===== src/rtl/pit_pkg.sv =====
package pit_pkg;

   // Field codes of the control byte
   localparam logic [1:0] SEL_CH0   = 2'b00;
   localparam logic [1:0] ACC_LOHI  = 2'b11;
   localparam logic [2:0] MODE_SQW  = 3'b011;
   localparam logic       CNT_BIN   = 1'b0;
   localparam int         CTRL_BITS = 8;

   typedef struct packed {
      logic [1:0] sel;
      logic [1:0] acc;
      logic [2:0] mode;
      logic       bcd;
   } ctrl_word_t;

endpackage


===== src/rtl/pit_bus_if.sv =====
module pit_bus_if
   import pit_pkg::*;
#(
   parameter int ADDR_W     = 2,
   parameter int BUS_W      = 8,
   parameter int CTRL_OFS   = 3,
   parameter int DATA_OFS   = 0,
   parameter bit MODE_ALIAS = 1'b1
) (
   input  logic               clk,
   input  logic               rst_n,
   input  logic               cs_i,
   input  logic               wr_i,
   input  logic [ADDR_W-1:0]  addr_i,
   input  logic [BUS_W-1:0]   wdata_i,
   output logic               stop_o,
   output logic               load_o,
   output logic [2*BUS_W-1:0] load_val_o
);

   localparam logic [ADDR_W-1:0] CTRL_A = ADDR_W'(CTRL_OFS);
   localparam logic [ADDR_W-1:0] DATA_A = ADDR_W'(DATA_OFS);

   logic             wr_stb;
   ctrl_word_t       cw;
   logic             mode_ok;
   logic             ctrl_hit;
   logic             data_hit;
   logic             cfg_q;
   logic             hi_next_q;
   logic [BUS_W-1:0] lo_q;

   assign wr_stb = cs_i && wr_i;
   assign cw     = ctrl_word_t'(wdata_i[CTRL_BITS-1:0]);

   generate
      if (MODE_ALIAS) begin : g_mode_alias
         assign mode_ok = (cw.mode[1:0] == MODE_SQW[1:0]);
      end else begin : g_mode_exact
         assign mode_ok = (cw.mode == MODE_SQW);
      end
   endgenerate

   assign ctrl_hit = wr_stb && (addr_i == CTRL_A) && (cw.sel == SEL_CH0)
                     && (cw.acc == ACC_LOHI) && mode_ok && (cw.bcd == CNT_BIN);
   assign data_hit = wr_stb && (addr_i == DATA_A) && cfg_q;

   always_ff @(posedge clk) begin
      if (!rst_n) begin
         cfg_q     <= 1'b0;
         hi_next_q <= 1'b0;
         lo_q      <= '0;
      end else if (ctrl_hit) begin
         cfg_q     <= 1'b1;
         hi_next_q <= 1'b0;
      end else if (data_hit) begin
         if (!hi_next_q) begin
            lo_q      <= wdata_i;
            hi_next_q <= 1'b1;
         end else begin
            hi_next_q <= 1'b0;
         end
      end
   end

   assign stop_o     = ctrl_hit;
   assign load_o     = data_hit && hi_next_q;
   assign load_val_o = {wdata_i, lo_q};

endmodule


===== src/rtl/pit_phase_gen.sv =====
module pit_phase_gen #(
   parameter int CNT_W = 16
) (
   input  logic             clk,
   input  logic             rst_n,
   input  logic             tick_i,
   input  logic             stop_i,
   input  logic             load_i,
   input  logic [CNT_W-1:0] load_val_i,
   output logic             wave_o
);

   localparam int PW = CNT_W + 1;

   logic          armed_q;
   logic          wave_q;
   logic [PW-1:0] period_q;
   logic [PW-1:0] remain_q;
   logic [PW-1:0] ld_len;
   logic [PW-1:0] ld_hi;
   logic [PW-1:0] hi_len;
   logic [PW-1:0] lo_len;

   always_comb begin
      ld_len = (load_val_i == '0) ? (PW'(1) << CNT_W) : {1'b0, load_val_i};
      ld_hi  = (ld_len + PW'(1)) >> 1;
      hi_len = (period_q + PW'(1)) >> 1;
      lo_len = period_q >> 1;
   end

   always_ff @(posedge clk) begin
      if (!rst_n) begin
         armed_q  <= 1'b0;
         wave_q   <= 1'b1;
         period_q <= '0;
         remain_q <= '0;
      end else if (stop_i) begin
         armed_q <= 1'b0;
         wave_q  <= 1'b1;
      end else if (load_i) begin
         armed_q  <= 1'b1;
         wave_q   <= 1'b1;
         period_q <= ld_len;
         remain_q <= ld_hi;
      end else if (armed_q && tick_i) begin
         if (remain_q == PW'(1)) begin
            if (wave_q && (lo_len == '0)) begin
               remain_q <= hi_len;
            end else begin
               wave_q   <= ~wave_q;
               remain_q <= wave_q ? lo_len : hi_len;
            end
         end else begin
            remain_q <= remain_q - PW'(1);
         end
      end
   end

   assign wave_o = wave_q;

endmodule


===== src/rtl/pit_timer_channel.sv =====
module pit_timer_channel #(
   parameter int ADDR_W     = 2,
   parameter int BUS_W      = 8,
   parameter int CTRL_OFS   = 3,
   parameter int DATA_OFS   = 0,
   parameter bit MODE_ALIAS = 1'b1
) (
   input  logic              clk,
   input  logic              rst_n,
   input  logic              tick_i,
   input  logic              cs_i,
   input  logic              wr_i,
   input  logic [ADDR_W-1:0] addr_i,
   input  logic [BUS_W-1:0]  wdata_i,
   output logic              wave_o
);

   localparam int CNT_W = 2 * BUS_W;

   generate
      if (BUS_W < pit_pkg::CTRL_BITS) begin : g_bad_bus
         $error("BUS_W must hold a full control byte");
      end
      if (CTRL_OFS == DATA_OFS) begin : g_bad_ofs
         $error("control and data offsets must differ");
      end
      if ((CTRL_OFS >= (1 << ADDR_W)) || (DATA_OFS >= (1 << ADDR_W))) begin : g_bad_addr
         $error("register offset outside the address range");
      end
   endgenerate

   logic             stop;
   logic             load;
   logic [CNT_W-1:0] load_val;

   pit_bus_if #(
      .ADDR_W     (ADDR_W),
      .BUS_W      (BUS_W),
      .CTRL_OFS   (CTRL_OFS),
      .DATA_OFS   (DATA_OFS),
      .MODE_ALIAS (MODE_ALIAS)
   ) u_bus (
      .clk        (clk),
      .rst_n      (rst_n),
      .cs_i       (cs_i),
      .wr_i       (wr_i),
      .addr_i     (addr_i),
      .wdata_i    (wdata_i),
      .stop_o     (stop),
      .load_o     (load),
      .load_val_o (load_val)
   );

   pit_phase_gen #(
      .CNT_W (CNT_W)
   ) u_phase (
      .clk        (clk),
      .rst_n      (rst_n),
      .tick_i     (tick_i),
      .stop_i     (stop),
      .load_i     (load),
      .load_val_i (load_val),
      .wave_o     (wave_o)
   );

endmodule


===== config.mk =====
export PLATFORM = sky130hd
export DESIGN_NAME = pit_timer_channel
export DESIGN_NICKNAME = d
export VERILOG_FILES = /design/src/rtl/pit_pkg.sv /design/src/rtl/pit_bus_if.sv /design/src/rtl/pit_phase_gen.sv /design/src/rtl/pit_timer_channel.sv
export SDC_FILE = /design/constraint.sdc
export NUM_CORES = 1
export LEC_CHECK = 0
export CAP_MARGIN = 25
export CORE_MARGIN = 2
export CORE_UTILIZATION = 55
export DETAILED_ROUTE_END_ITERATION = 10
export DONT_BUFFER_PORTS = 1
export HOLD_SLACK_MARGIN = 0.08
export PLACE_DENSITY = 0.85
export SETUP_SLACK_MARGIN = 0.5
export SYNTH_ARGS = -nofsm -noshare
export SYNTH_HDL_FRONTEND = slang
export SYNTH_SLANG_ARGS = --single-unit

===== constraint.sdc =====
create_clock -name clk -period 2.12 [get_ports clk]
set_input_delay 0.424 -clock clk [delete_from_list [all_inputs] [get_ports clk]]
set_output_delay 0.424 -clock clk [all_outputs]
set_load 0.01 [all_outputs]

* After elaboration in Yosys (flattened, before gate mapping)
Cells that the tools add are included.
** Word-level totals
- Bits of input ports :: 15
- Register bits after elaboration :: 46
- Output and inout bits :: 1
** Cells by class
- Bitwise gates (word level) :: 6
- Equality and inequality tests :: 4
- Multiplexer cells :: 7
- $add $sub $neg :: 3
- Reductions and logical operators :: 22
** Operators with widths (number)
- two-way mux 17 bit :: 5
- adder 17 x 1 -> 17 bit (second input constant) :: 2
- == test 17 x 1 -> 1 bit (second input constant) :: 1
- zero test 17 bit :: 1
- subtractor 17 x 1 -> 17 bit (second input constant) :: 1
- zero test 16 bit :: 1
- two-way mux 16 bit :: 1
- logical AND 1 bit :: 11
- == test 2 bit (second input constant) :: 3
- inverter 1 bit :: 6
- AND reduction 3 bit :: 2
- zero test 2 bit :: 2
- AND reduction 2 bit :: 2
- OR reduction 3 bit :: 1
- nonzero test 2 bit :: 1
- OR reduction 2 bit :: 1
- two-way mux 1 bit :: 1

* Longest topological paths before layout
- Depth in word-level cells :: 8
- Mapped depth :: 9
- Mapped depth without buffers :: 8

* Hierarchy
A second synthesis with hierarchy kept.
** Unflattened totals
- Cells, all modules :: 412
- Area, all modules :: 3134.3 sq um
** By module, submodules not included
- pit_phase_gen :: instances 1, seq. area each 720.7 sq um, area each 2625.0 sq um, cells each 356
- pit_bus_if :: instances 1, seq. area each 200.2 sq um, area each 509.2 sq um, cells each 56

* Least setup slack after synthesis
No wires, ideal clock.
- Path type :: register to register
- Start point :: register u_phase.period_q[2]
- End point :: register u_phase.remain_q[15]
- Arrival time :: 2.240 ns
- Setup time :: 0.088 ns
- Stages on the path, launching flop included :: 7
- Buffers on the path :: 1
- Period minus slack after synthesis :: 2.328 ns
- Slack :: -0.208 ns
- Cells stage by stage :: dfxtp_1 -> buf_6 -> or4_4 -> o41ai_4 -> nand3_2 -> or4_4 -> a311oi_2
** Between the ends
- Longest elaborated chain between the ends :: 6
- Elaborated cells on any way between the ends :: 8
- Classes of those cells :: add/sub (1); mux (5); reduce/logical (2)
** Ends and longest elaborated chain
- start: declaration :: RTL line pit_phase_gen.sv:17 : logic [PW-1:0] period_q;
- start signal: assignment :: RTL line pit_phase_gen.sv:43 : period_q <= ld_len;
- adder 17 x 1 -> 17 bit or zero test 17 bit (tied branches) :: RTL line pit_phase_gen.sv:27, pit_phase_gen.sv:47
- two-way mux 16 bit or logical AND 1 bit (tied branches) :: RTL line pit_phase_gen.sv:51, pit_phase_gen.sv:47
- two-way mux 17 bit (*) :: RTL line pit_phase_gen.sv:47 : if (wave_q && (lo_len == '0)) begin
- two-way mux 17 bit (*) :: RTL line pit_phase_gen.sv:46 : if (remain_q == PW'(1)) begin
- two-way mux 17 bit (*) :: RTL line pit_phase_gen.sv:45 : end else if (armed_q && tick_i) begin
- two-way mux 17 bit (*) :: RTL line pit_phase_gen.sv:40 : end else if (load_i) begin
- end signal: assignment :: RTL line pit_phase_gen.sv:44 : remain_q <= ld_hi;
- end signal: assignment :: RTL line pit_phase_gen.sv:48 : remain_q <= hi_len;
- end signal: assignment :: RTL line pit_phase_gen.sv:51 : remain_q <= wave_q ? lo_len : hi_len;
- end: declaration :: RTL line pit_phase_gen.sv:18 : logic [PW-1:0] remain_q;
Every way passes the cells marked *; elsewhere a longest branch is shown, timed or not. The select of a mux whose other input is x is not followed.
A chain may end at the register's enable or synchronous reset.

* Worst setup path after layout
- Start point :: register u_phase.period_q[12]
- End point :: register u_phase.remain_q[12]
The elaborated chain is that of the path after synthesis.

==> summary.md <==
| Metric | Value |
|---|---|
| Clock-pin transition on the worst setup and hold timing paths | `about 0.090 ns` |
| Post-synth EDFFs | `0` |
| Hold WC Path Type | `in -> reg` |
| Crit path arrival time | `2.54 ns` |
| Final Critical Period | `between 2 and 2.5 ns` |
| Hold EP | `u_phase.remain_q[10]$_SDFFE_PN0P_` |
| Grt total ovfl | `0` |
| Hold Buf Count CTS | `0` |
| Final Setup Violations | `14` |
| Seq cells post-synth | `46` |
| 1st-pass router iterations | `5` |
| Initial antenna violation count | `0` |
| Synth Warn # | `0` |
| Placement Rows | `27` |
| Synthesized instance count | `approximately 400` |
| Share of layout cells above drive strength 1 | `27.9%` |
| Post-Syn Nets | `428` |
| Port Buffer Count | `0` |
| Placed Instances | `509` |
| Core Box Area | `5440 µm²` |
| H-tree levels | `2` |
| Inserted Diodes | `0` |
| WL/cell | `19.9 µm` |
| Initial Util | `56.3%` |
| R2R depth | `6` |
| Total GRT Usage | `34.9%` |
| CTS buffer count | `5` |
| Crit share post-route | `108%` |
| R2r setup slk | `-0.18 ns` |
| Final Routed Wirelength | `around 10,000 µm` |
| Power, Total | `1.48 mW` |
| Status | `finished with violations` |
| Post-synth ARST share | `0%` |
| Required @ worst endpoint | `2.37 ns` |
| Final slew viol count | `0` |
| DRC viols | `0` |
| Post-synthesis average cell area | `7.50 µm²` |
| Worst Skew | `0.00891 ns` |
| Worst-margin pin slew | `0.478 ns` |
| Sequential Area | `between 900 and 1000 µm²` |
| TNS Setup | `-1.22 ns` |
| Worst skew pair latency | `0.31 ns` |
| Post-synth cell types | `53` |
| RR Endpoint | `u_phase.remain_q[12]$_SDFFE_PN0P_` |
| Pwr dens | `375 nW/µm²` |
| Buffer levels on the longest clock path | `2` |
| Total die area | `6180 µm²` |
| Most frequent cells in the layout | `buf_4 (58), nand2_1 (57), dfxtp_1 (42)` |
| Top_reg_cell synth | `dfxtp_1` |
| Vias in the first global route | `3,209` |
| DR vias/cell | `between 6 and 7` |
| Global-route wire length before repair | `around 17,000 µm` |
| CP endpoint kind | `flip-flop` |
| Worst setup SP type | `flip-flop` |
| Worst-path fanout max | `4` |
| Peak VDD IR | `approximately 360 µV` |
| Final Hold Viols | `0` |
| Final net count | `474` |
| Hold_ws | `approximately 0.22 ns` |
| Pin count of the biggest net entering global routing | `26` |
| Max_cap viols | `0` |
| Area Growth Syn to Fin | `28.9%` |
| Most common cell after layout, fill and taps aside | `buf_4` |
| Final WS setup | `-0.179 ns` |
| Post-Synthesis Cell Area | `3060 µm²` |
| Post-Layout Cell Count | `527` |
| CTS tree | `built` |
| Sequential fraction of the synthesis area | `30.1%` |
| Critical path class | `reg -> reg` |
| Fillers | `383` |
| ANT nets after route | `0` |
| DRT iter0 DRCs | `370` |
| RSZ-0062 raised after global routing | `yes` |
| Die X | `around 80 µm` |
| GP Congestion | `around 0.98` |
| Via count | `between 3,000 and 4,000` |
| Chip height | `78.6 µm` |
| Hold path start | `rst_n` |
| Max-slew headroom | `67.9%` |
| Worst r2r src | `u_phase.period_q[12]$_SDFFE_PN0P_` |
| Hpwl dp | `7410 µm` |
| Fmax achieved | `0.435 GHz` |
| # IOs | `16` |
| Violated checks | `negative setup slack` |
| LEAKAGE | `1.40 nW` |
| Multi-input logic area | `2260 µm²` |
| Hold Path Stages | `1` |
| Clock Tree Root | `clkbuf_8` |
| TritonCTS sink count | `46` |
[per-layer routing]
metal,routed length [µm],vias up,part of all wire [%],global-route usage (%)
met1,4180,1626,40,44.1
met5,0,-,0,0
met3,789,45,7.5,5.40
met2,5040,188,48,59.2
met4,492,0,4.7,13.7
li1,-,1596,-,-
[power breakdown]
group / switching (mW) / leakage, nW / internal (mW)
Sequential: 0.0000206 / 0.372 / 0.863
Clock: 0.311 / 0.0472 / 0.262
Combinational: 0.0264 / 0.978 / 0.0163
[layout make-up]
class	instances	area share [%]
clock buffer	6	2.09
clock inverter	2	0.317
inverter	9	0.856
multi-input combinational	326	57.2
sequential	46	23.5
tap	72	2.28
timing repair buffer	66	13.8
[critical path: stages (launching register included)]
cell,delay (ns)
dfxtp_1,0.33
or4_4,0.57
o41a_1,0.53
nor2_4,0.20
nand2_2,0.08
or4_1,0.40
a31oi_1,0.13
[flip-flops by register name, indices dropped and copies added, names as in the netlist]
name	cells
u_bus.cfg_q	1
u_bus.hi_next_q	1
u_bus.lo_q	8
u_phase.armed_q	1
u_phase.period_q	17
u_phase.remain_q	17
u_phase.wave_o	1
[logic make-up after synthesis]
group,after synthesis,share of synthesized area [%]
adders and majority gates,5,2.04
buffers and inverters,36,4.66
xor gates and xnor gates,26,7.44
muxes,9,2.94
DFF,46,30.1
AOI/OAI and AO/OA,97,22.0
and+or+nand+nor,189,30.8
[synthesized netlist by cell type (all sizes together) (2+ instances only)]
cell	count	area, µm²
ha	5	62.6
nand4	14	87.6
dfxtp	46	921
o21a	2	15.0
nor3	15	75.1
clkbuf	24	90.1
a211o	2	17.5
buf	3	18.8
a31oi	4	25.0
nor4b	3	26.3
o21ai	16	80.1
a211oi	7	52.6
a21o	3	22.5
a2111oi	2	17.5
or4	10	86.3
o32ai	3	26.3
nand4b	2	17.5
o211ai	5	37.5
inv	8	30.0
nor4	8	56.3
xnor2	16	140
and3	6	37.5
mux2i	9	90.1
o31a	3	26.3
o31ai	5	37.5
nand3	12	65.1
a21oi	29	145
a221oi	7	61.3
nand2	62	233
xor2	10	87.6
or3	7	43.8
nor2	43	164
and2	3	18.8
[metrics by stage]
step / utilization (%) / setup slack, ns / area (µm²)
after floorplan: - / -0.0622 / 3260
after global placement: 66.2 / -0.0885 / 3600
after detailed placement: 66.2 / -0.159 / 3600
after CTS: 71.1 / -0.0975 / 3860
after global routing: 72.5 / -0.193 / 3950
final: 72.5 / -0.179 / 3950
[worst max path at each step]
| stage | slack (ns) | start | cells past startpoint | end |
|---|---|---|---|---|
| CTS | -0.1 | u_phase.period_q[5]$_SDFFE_PN0P_ | 6 | u_phase.remain_q[12]$_SDFFE_PN0P_ |
| global route | -0.19 | u_phase.period_q[12]$_SDFFE_PN0P_ | 7 | u_phase.remain_q[4]$_SDFFE_PN0P_ |
| detailed placement | -0.16 | u_phase.period_q[13]$_SDFFE_PN0P_ | 7 | u_phase.remain_q[9]$_SDFFE_PN0P_ |
| floorplan | -0.06 | u_phase.period_q[13]$_SDFFE_PN0P_ | 6 | u_phase.remain_q[12]$_SDFFE_PN0P_ |
| global placement | -0.09 | u_phase.period_q[13]$_SDFFE_PN0P_ | 6 | u_phase.remain_q[12]$_SDFFE_PN0P_ |
| finish | -0.18 | u_phase.period_q[12]$_SDFFE_PN0P_ | 6 | u_phase.remain_q[12]$_SDFFE_PN0P_ |
[what timing repair did]
item / CTS / global route
hold endpoints to repair: 0 / 0
gates resized for setup: 24 / 14
endpoints found under the setup margin: 33 / 34
buffers inserted: 9 / 1
pin swaps: 16 / 12
No activity file was read; power rests on OpenSTA's default activity.
